## src/rtl/vend_pkg.sv

```systemverilog
package vend_pkg;

    localparam int CREDIT_W = 2;

    typedef enum logic [CREDIT_W-1:0] {
        IDLE_0  = 2'd0,
        HAVE_5  = 2'd1,
        HAVE_10 = 2'd2,
        FULL_15 = 2'd3
    } credit_e;

endpackage

```

## src/rtl/vend_credit_fsm.sv

```systemverilog
module vend_credit_fsm
    import vend_pkg::*;
(
    input  logic    clk,
    input  logic    rst,
    input  logic    nickel,
    input  logic    dime,
    output credit_e state_q,
    output credit_e state_d
);

    logic dime_eff;
    logic nickel_eff;

    // Both coins together act as a dime.
    assign dime_eff   = dime;
    assign nickel_eff = nickel & ~dime;

    always_comb begin
        state_d = state_q;
        unique case (state_q)
            IDLE_0: begin
                if (dime_eff)        state_d = HAVE_10;  // T_D0
                else if (nickel_eff) state_d = HAVE_5;   // T_N0
            end
            HAVE_5: begin
                if (dime_eff)        state_d = FULL_15;  // T_D5
                else if (nickel_eff) state_d = HAVE_10;  // T_N5
            end
            HAVE_10: begin
                if (dime_eff || nickel_eff)
                    state_d = FULL_15;                   // T_D10 / T_N10
            end
            FULL_15: state_d = IDLE_0;                   // T_VEND
            default: state_d = IDLE_0;
        endcase
    end

    always_ff @(posedge clk) begin
        if (rst) state_q <= IDLE_0;
        else     state_q <= state_d;
    end

    a_r5_vend_one_cycle: assert property (@(posedge clk) disable iff (rst)
        state_q == FULL_15 |=> state_q == IDLE_0);

    a_r6_hold_no_coin: assert property (@(posedge clk) disable iff (rst)
        (state_q != FULL_15 && !nickel && !dime) |=> $stable(state_q));

    a_r4_saturate: assert property (@(posedge clk) disable iff (rst)
        (state_q == HAVE_10 && dime) |=> state_q == FULL_15);

    a_r2_nickel_idle: assert property (@(posedge clk) disable iff (rst)
        (state_q == IDLE_0 && nickel && !dime) |=> state_q == HAVE_5);

    a_r9_both_is_dime: assert property (@(posedge clk) disable iff (rst)
        (state_q == IDLE_0 && nickel && dime) |=> state_q == HAVE_10);

endmodule

```

## src/rtl/vend_moore_dec.sv

```systemverilog
module vend_moore_dec
    import vend_pkg::*;
(
    input  credit_e state_q,
    output logic    open_moore
);

    always_comb begin
        unique case (state_q)
            FULL_15: open_moore = 1'b1;
            default: open_moore = 1'b0;
        endcase
    end

endmodule

```

## src/rtl/vend_mealy_reg.sv

```systemverilog
module vend_mealy_reg
    import vend_pkg::*;
(
    input  logic    clk,
    input  logic    rst,
    input  credit_e state_q,
    input  credit_e state_d,
    output logic    open_mealy_q
);

    logic open_mealy_d;

    // Mealy open: this transition enters FULL_15.
    always_comb begin
        open_mealy_d = (state_q != FULL_15) && (state_d == FULL_15);
    end

    always_ff @(posedge clk) begin
        if (rst) open_mealy_q <= 1'b0;
        else     open_mealy_q <= open_mealy_d;
    end

    a_r8_no_back_to_back: assert property (@(posedge clk) disable iff (rst)
        open_mealy_q |=> !open_mealy_q);

endmodule

```

## src/rtl/vend_retimed_ctrl.sv

```systemverilog
module vend_retimed_ctrl
    import vend_pkg::*;
(
    input  logic                clk,
    input  logic                rst,
    input  logic                nickel_i,
    input  logic                dime_i,
    output logic [CREDIT_W-1:0] credit_o,
    output logic                open_moore_o,
    output logic                open_mealy_o
);

    credit_e state_q;
    credit_e state_d;

    vend_credit_fsm u_fsm (
        .clk     (clk),
        .rst     (rst),
        .nickel  (nickel_i),
        .dime    (dime_i),
        .state_q (state_q),
        .state_d (state_d)
    );

    vend_moore_dec u_moore (
        .state_q    (state_q),
        .open_moore (open_moore_o)
    );

    vend_mealy_reg u_mealy (
        .clk          (clk),
        .rst          (rst),
        .state_q      (state_q),
        .state_d      (state_d),
        .open_mealy_q (open_mealy_o)
    );

    assign credit_o = state_q;

    a_r8_paths_match: assert property (@(posedge clk) disable iff (rst)
        open_moore_o == open_mealy_o);

    a_r1_reset_clear: assert property (@(posedge clk)
        rst |=> (credit_o == '0 && !open_moore_o && !open_mealy_o));

endmodule

```

## config.mk

```make
export PLATFORM = sky130hd
export DESIGN_NAME = vend_retimed_ctrl
export DESIGN_NICKNAME = d
export VERILOG_FILES = /design/src/rtl/vend_pkg.sv /design/src/rtl/vend_credit_fsm.sv /design/src/rtl/vend_moore_dec.sv /design/src/rtl/vend_mealy_reg.sv /design/src/rtl/vend_retimed_ctrl.sv
export SDC_FILE = /design/constraint.sdc
export NUM_CORES = 1
export LEC_CHECK = 0
export ABC_AREA = 1
export BUFFER_PORTS_ARGS = -buffer_cell sky130_fd_sc_hd__buf_2
export CAP_MARGIN = 25
export CORE_AREA = 2 2 39 41
export DETAILED_ROUTE_END_ITERATION = 12
export DIE_AREA = 0 0 41 43
export GPL_ROUTABILITY_DRIVEN = 0
export GPL_TIMING_DRIVEN = 1
export SKIP_CTS_REPAIR_TIMING = 1
export SYNTH_ARGS = -nofsm -noshare
export SYNTH_HDL_FRONTEND = slang
export SYNTH_SLANG_ARGS = --single-unit
```

## constraint.sdc

```tcl
create_clock -name clk -period 1 [get_ports clk]
set_input_delay 0.05 -clock clk [delete_from_list [all_inputs] [get_ports clk]]
set_output_delay 0.05 -clock clk [all_outputs]
set_load 0.005 [all_outputs]
```

==> impl_metrics.env, run 1 <==
export IMPL_max_slew_margin_rel_pct=90.9
export IMPL_fin_worst_skew_ns=0.00424
export IMPL_netlist_area_leader_share_pct=42.1
export IMPL_ys_seq_area_share_pct=42.1
export IMPL_die_h_um=43
export IMPL_clock_sinks=3
export IMPL_hp_class="in2reg"
export IMPL_synthTopCellsByCount="inv_1, nand2_1, dfxtp_1, nand3_1"
export IMPL_avgRoutedWirePerCell_um=5.84
export IMPL_root_buffer="clkbuf_4"
export IMPL_cp_slowest_cell="dfxtp_1"
export IMPL_syn_avg_cell_area_um2=6.79
export IMPL_final_cells=49
export IMPL_clk_insertion_delay_late_ns=0.24
export IMPL_first_pass_iters=2
export IMPL_diodes=0
export IMPL_htreeDepth=1
export IMPL_route_detailed_drc=0
export IMPL_startpoint="u_fsm.state_q[0]"
export IMPL_cts_tree="yes"
export IMPL_synth_ff_type="dfxtp_1"
export IMPL_max_clock_freq_mhz=1160
export IMPL_synth_area_top_cells="dfxtp_1, inv_1, nand2_1"
export IMPL_timing_rr_start="u_fsm.state_q[0]"
export IMPL_fin_crit_ns=0.865
export IMPL_yosysWarnings=0
export IMPL_whs_ns=0.199
export IMPL_cp_required_ns=0.95
export IMPL_path_class="reg2out"
export IMPL_grt_overflow=0
export IMPL_async_flop_share_pct=0
export IMPL_ioPinCount=8
export IMPL_start_util_pct=10.3
export IMPL_dp_hpwl_um=236
export IMPL_cp_arrival_ns=0.81
export IMPL_vias=164
export IMPL_cpPeakStageDelay_ns=0.35
export IMPL_peakVddDrop_uv=241
export IMPL_rsz0062_at_grt="no"
export IMPL_slew_viol_final=0
export IMPL_grt_pass1_wl_um=441
export IMPL_hold_viol_final=0
export IMPL_die_area_mm2=0.00176
export IMPL_io_buffers=7
export IMPL_synth_edff_count=0
export IMPL_run_status="completed"
export IMPL_leakagePower_nw=0.140
export IMPL_crit_buf_inv=2
export IMPL_cts_buffers=3
export IMPL_worst_setup_path_end_kind="primary output"
export IMPL_vias_per_cell=3.35
export IMPL_tightest_slew_ns=0.135
export IMPL_fin_nets=38
export IMPL_drt_initial_drc_count=2
export IMPL_synth_cells=21
export IMPL_synth_cell_type_count=10
export IMPL_syn_area_um2=143
export IMPL_timing_final_crit_share_pct=86.5
export IMPL_rows=14
export IMPL_finalSetupTns_ns=0
export IMPL_path_clk_slew_ns=0.04
export IMPL_drtAntennaViolNets=0
export IMPL_yosysTopAreaCell="dfxtp_1"
export IMPL_crit_family="flip-flops"
export IMPL_clockBufferDepth=2
export IMPL_antenna_found_initial=0
export IMPL_setup_viol=0
export IMPL_cp_max_fo=4
export IMPL_worstSetupStartpointType="register"
export IMPL_core_region_area_mm2=0.00138
export IMPL_track_usage_pct=4.61
export IMPL_ys_seq_elements=3
export IMPL_grt_max_degree=5
export IMPL_place_inst=44
export IMPL_wl_um=286
export IMPL_grt_pass1_vias=150
export IMPL_min_from="dime_i"
export IMPL_p_per_area_mw_per_mm2=1840
export IMPL_drive_gt1_share_pct=42.4
export IMPL_syn_nets=25
export IMPL_postLayoutCoreUtil_pct=16.9
export IMPL_die_w_um=41
export IMPL_areaGrowthSynthToFinish_pct=64.0
export IMPL_crit_chain="nand2_1 -> inv_1 -> buf_2"
export IMPL_drv_cap=0
==> cells by family after synthesis <==
family | count (synthesis) | share of synthesized area, %
buffers and inverters | 6 | 15.8
flip-flops | 3 | 42.1
AND/OR/NAND/NOR | 11 | 38.6
AO/OA/AOI/OAI | 1 | 3.51
==> cell usage in the layout (no fill, tap or decap) <==
master,n
clkbuf_1,1
nand3_2,1
inv_2,1
nand3_1,2
o21ai_0,1
nand2_1,5
clkbuf_4,3
nor2_2,1
inv_1,5
nor2_1,1
buf_2,7
dlygate4sd3_1,1
nand2_2,1
dfxtp_1,3
==> worst register-to-register path: stages (launching register included) <==
cell and delay (ns):
dfxtp_1 0.35, inv_1 0.07, o21ai_0 0.07, nand2_1 0.09, nand3_2 0.08, nor2_2 0.03
==> sequential cells by signal (all words and copies together) (netlist names) <==
signal,flops
u_fsm.state_q,2
u_mealy.open_mealy_q,1
==> report_power, final <==
group,internal (mW),switching (mW)
clock network,0.150,0.0693
logic,0.0327,0.0369
registers,0.134,0.00782
total,0.316,0.114
==> per-layer routing <==
layer	vias up	wire (µm)	global-route usage (%)
met5	-	0	0
met4	0	20	10.0
met3	2	27	1.57
met2	7	128	5.63
met1	68	110	3.19
li1	87	-	-
==> metrics by stage <==
step	power (mW)	area, µm²	setup WS (ns)
6_report	0.430	234	0.135
5_1_grt	0.458	234	0.0679
4_1_cts	0.443	224	0.116
3_5_place_dp	0.212	198	0.208
3_3_place_gp	0.212	198	0.209
2_1_floorplan	0.184	143	0.243
==> final timing paths <==
| path | slack, ns | endpoint | cells after the start |
|---|---|---|---|
| setup / recovery | 0.14 | open_moore_o | 3 |
| hold / removal | 0.20 | u_fsm.state_q[0] | 5 |
| setup reg to reg | 0.21 | u_mealy.open_mealy_q | 5 |
| hold reg to reg | 0.60 | u_fsm.state_q[1] | 3 |
==> final cells by class <==
| type | count | area (µm²) |
|---|---|---|
| Tap cell | 16 | 20.0 |
| Sequential cell | 3 | 60.1 |
| Inverter | 6 | 22.5 |
| Multi-Input combinational cell | 12 | 60.1 |
| Clock buffer | 4 | 26.3 |
| Fill cell | 164 | 1150 |
| Timing Repair Buffer | 8 | 45.0 |
Note: power is estimated with default switching activity, not from simulation.
==> run 2, diff against run 1 <==
--- a/config.mk
+++ b/config.mk
@@ -6,11 +6,11 @@
 export NUM_CORES = 1
 export LEC_CHECK = 0
 export ABC_AREA = 1
-export BUFFER_PORTS_ARGS = -buffer_cell sky130_fd_sc_hd__buf_2
 export CAP_MARGIN = 25
 export CORE_AREA = 2 2 39 41
 export DETAILED_ROUTE_END_ITERATION = 12
 export DIE_AREA = 0 0 41 43
+export DONT_BUFFER_PORTS = 1
 export GPL_ROUTABILITY_DRIVEN = 0
 export GPL_TIMING_DRIVEN = 1
 export SKIP_CTS_REPAIR_TIMING = 1
==> constraint.sdc (replaced) <==
create_clock -name clk -period 1 [get_ports clk]
set_input_delay 0.3 -clock clk [delete_from_list [all_inputs] [get_ports clk]]
set_output_delay 0.3 -clock clk [all_outputs]
set_load 0.005 [all_outputs]
==> impl_metrics.env, run 2 (synthesized netlist as in run 1, its figures left out) <==
export IMPL_place_inst=37
export IMPL_fin_nets=30
export IMPL_path_clk_slew_ns=0.04
export IMPL_largest_register="u_fsm.state_q"
export IMPL_die_h_um=43
export IMPL_drtAntennaViolNets=0
export IMPL_leakagePower_nw=0.112
export IMPL_vias_per_cell=3.02
export IMPL_hp_class="in2reg"
export IMPL_start_util_pct=10.3
export IMPL_drt_initial_drc_count=2
export IMPL_path_class="reg2out"
export IMPL_r2r_end="u_mealy.open_mealy_q"
export IMPL_clockBufferDepth=2
export IMPL_avgRoutedWirePerCell_um=6.85
export IMPL_worst_setup_path_end_kind="primary output"
export IMPL_max_clock_freq_mhz=1010
export IMPL_drv_cap=0
export IMPL_crit_buf_inv=1
export IMPL_die_w_um=41
export IMPL_grt_pass1_vias=116
export IMPL_cp_required_ns=0.70
export IMPL_cts_tree="yes"
export IMPL_drive_gt1_share_pct=44.0
export IMPL_root_buffer="clkbuf_4"
export IMPL_cp_max_fo=4
export IMPL_crit_cells=2
export IMPL_wl_um=281
export IMPL_final_cells=41
export IMPL_timing_rr_start="u_fsm.state_q[0]"
export IMPL_max_slew_margin_rel_pct=90.6
export IMPL_hold_path_end="u_fsm.state_q[1]"
export IMPL_route_detailed_drc=0
export IMPL_timing_final_crit_share_pct=99.3
export IMPL_first_pass_iters=4
export IMPL_run_status="completed"
export IMPL_hold_viol_final=0
export IMPL_core_region_area_mm2=0.00138
export IMPL_htreeDepth=1
export IMPL_fin_crit_ns=0.993
export IMPL_setup_viol=0
export IMPL_tightest_slew_ns=0.139
export IMPL_cpPeakStageDelay_ns=0.36
export IMPL_largestRegisters="u_fsm.state_q: 2 flops, u_mealy.open_mealy_q: 1 flops"
export IMPL_grt_pass1_wl_um=324
export IMPL_p_per_area_mw_per_mm2=1990
export IMPL_ioPinCount=8
export IMPL_cp_arrival_ns=0.69
export IMPL_finalSetupTns_ns=0
export IMPL_rsz0062_at_grt="yes"
export IMPL_clock_sinks=3
export IMPL_crit_chain="nand2_4 -> inv_2"
export IMPL_worstSetupStartpointType="register"
export IMPL_cp_slowest_cell="dfxtp_4"
export IMPL_grt_overflow=0
export IMPL_clk_insertion_delay_late_ns=0.23
export IMPL_grt_max_degree=5
export IMPL_crit_family="flip-flops"
export IMPL_dp_hpwl_um=224
export IMPL_final_cell_mix="nand2_1, inv_1, clkbuf_4"
export IMPL_io_buffers=0
export IMPL_largest_reg_flops=2
export IMPL_track_usage_pct=3.40
export IMPL_min_from="rst"
export IMPL_rows=14
export IMPL_vias=124
export IMPL_slew_viol_final=0
export IMPL_areaGrowthSynthToFinish_pct=43.0
export IMPL_r2r_slack_ns=0.21
export IMPL_whs_path_depth=1
export IMPL_cts_buffers=3
export IMPL_die_area_mm2=0.00176
export IMPL_antenna_found_initial=0
export IMPL_r2r_cells=5
export IMPL_fin_worst_skew_ns=0.00442
export IMPL_peakVddDrop_uv=282
export IMPL_diodes=0
run 2: power by group:
part / total (mW) / switching, mW / leakage, nW / internal (mW)
sequential: 0.151 / 0.0161 / 0.0261 / 0.135
clock: 0.210 / 0.0608 / 0.0150 / 0.149
combinational: 0.0454 / 0.0270 / 0.0709 / 0.0184
total: 0.407 / 0.104 / 0.112 / 0.303
run 2: worst register-to-register path: stages (launching register included):
cell	delay (ns)
dfxtp_4	0.36
inv_1	0.05
o21ai_0	0.07
nand2_1	0.08
nand3_2	0.08
nor2_2	0.04
run 2: worst max-delay path by stage:
stage                                 from      endpoint  slack (ns)
after floorplan           u_fsm.state_q[1]  open_moore_o        0.21
after global placement    u_fsm.state_q[0]  open_moore_o        0.17
after detailed placement  u_fsm.state_q[1]  open_moore_o        0.17
after CTS                 u_fsm.state_q[1]  open_moore_o       -0.08
after global routing      u_fsm.state_q[0]  open_moore_o       -0.03
final                     u_fsm.state_q[0]  open_moore_o       0.007
run 2: per-layer routing:
layer | routed length (µm) | global-route usage (%) | part of all wire (%) | up-vias
li1 | - | - | - | 69
met4 | 0 | 8.00 | 0 | 0
met3 | 43 | 1.57 | 15 | 0
met2 | 138 | 4.06 | 49 | 6
met1 | 98 | 1.91 | 35 | 49
met5 | 0 | 0 | 0 | -
run 2: area by class of cell:
cell class / count / area, µm²
clock buffer: 4 / 26.3
fill: 161 / 1180
inverter: 6 / 22.5
multi-input combinational: 12 / 67.6
sequential: 3 / 67.6
tap: 16 / 20.0
run 2: through the flow:
step	utilization, %	hold WS (ns)	worst slack [ns]	instance area [µm²]	total power, mW
2_1_floorplan	-	0.372	0.212	143	0.184
5_1_grt	14.7	0.123	-0.0320	204	0.433
3_3_place_gp	11.8	0.375	0.175	163	0.191
3_5_place_dp	11.8	0.378	0.174	163	0.192
4_1_cts	13.7	0.129	-0.0816	189	0.410
6_report	14.7	0.127	0.00650	204	0.407
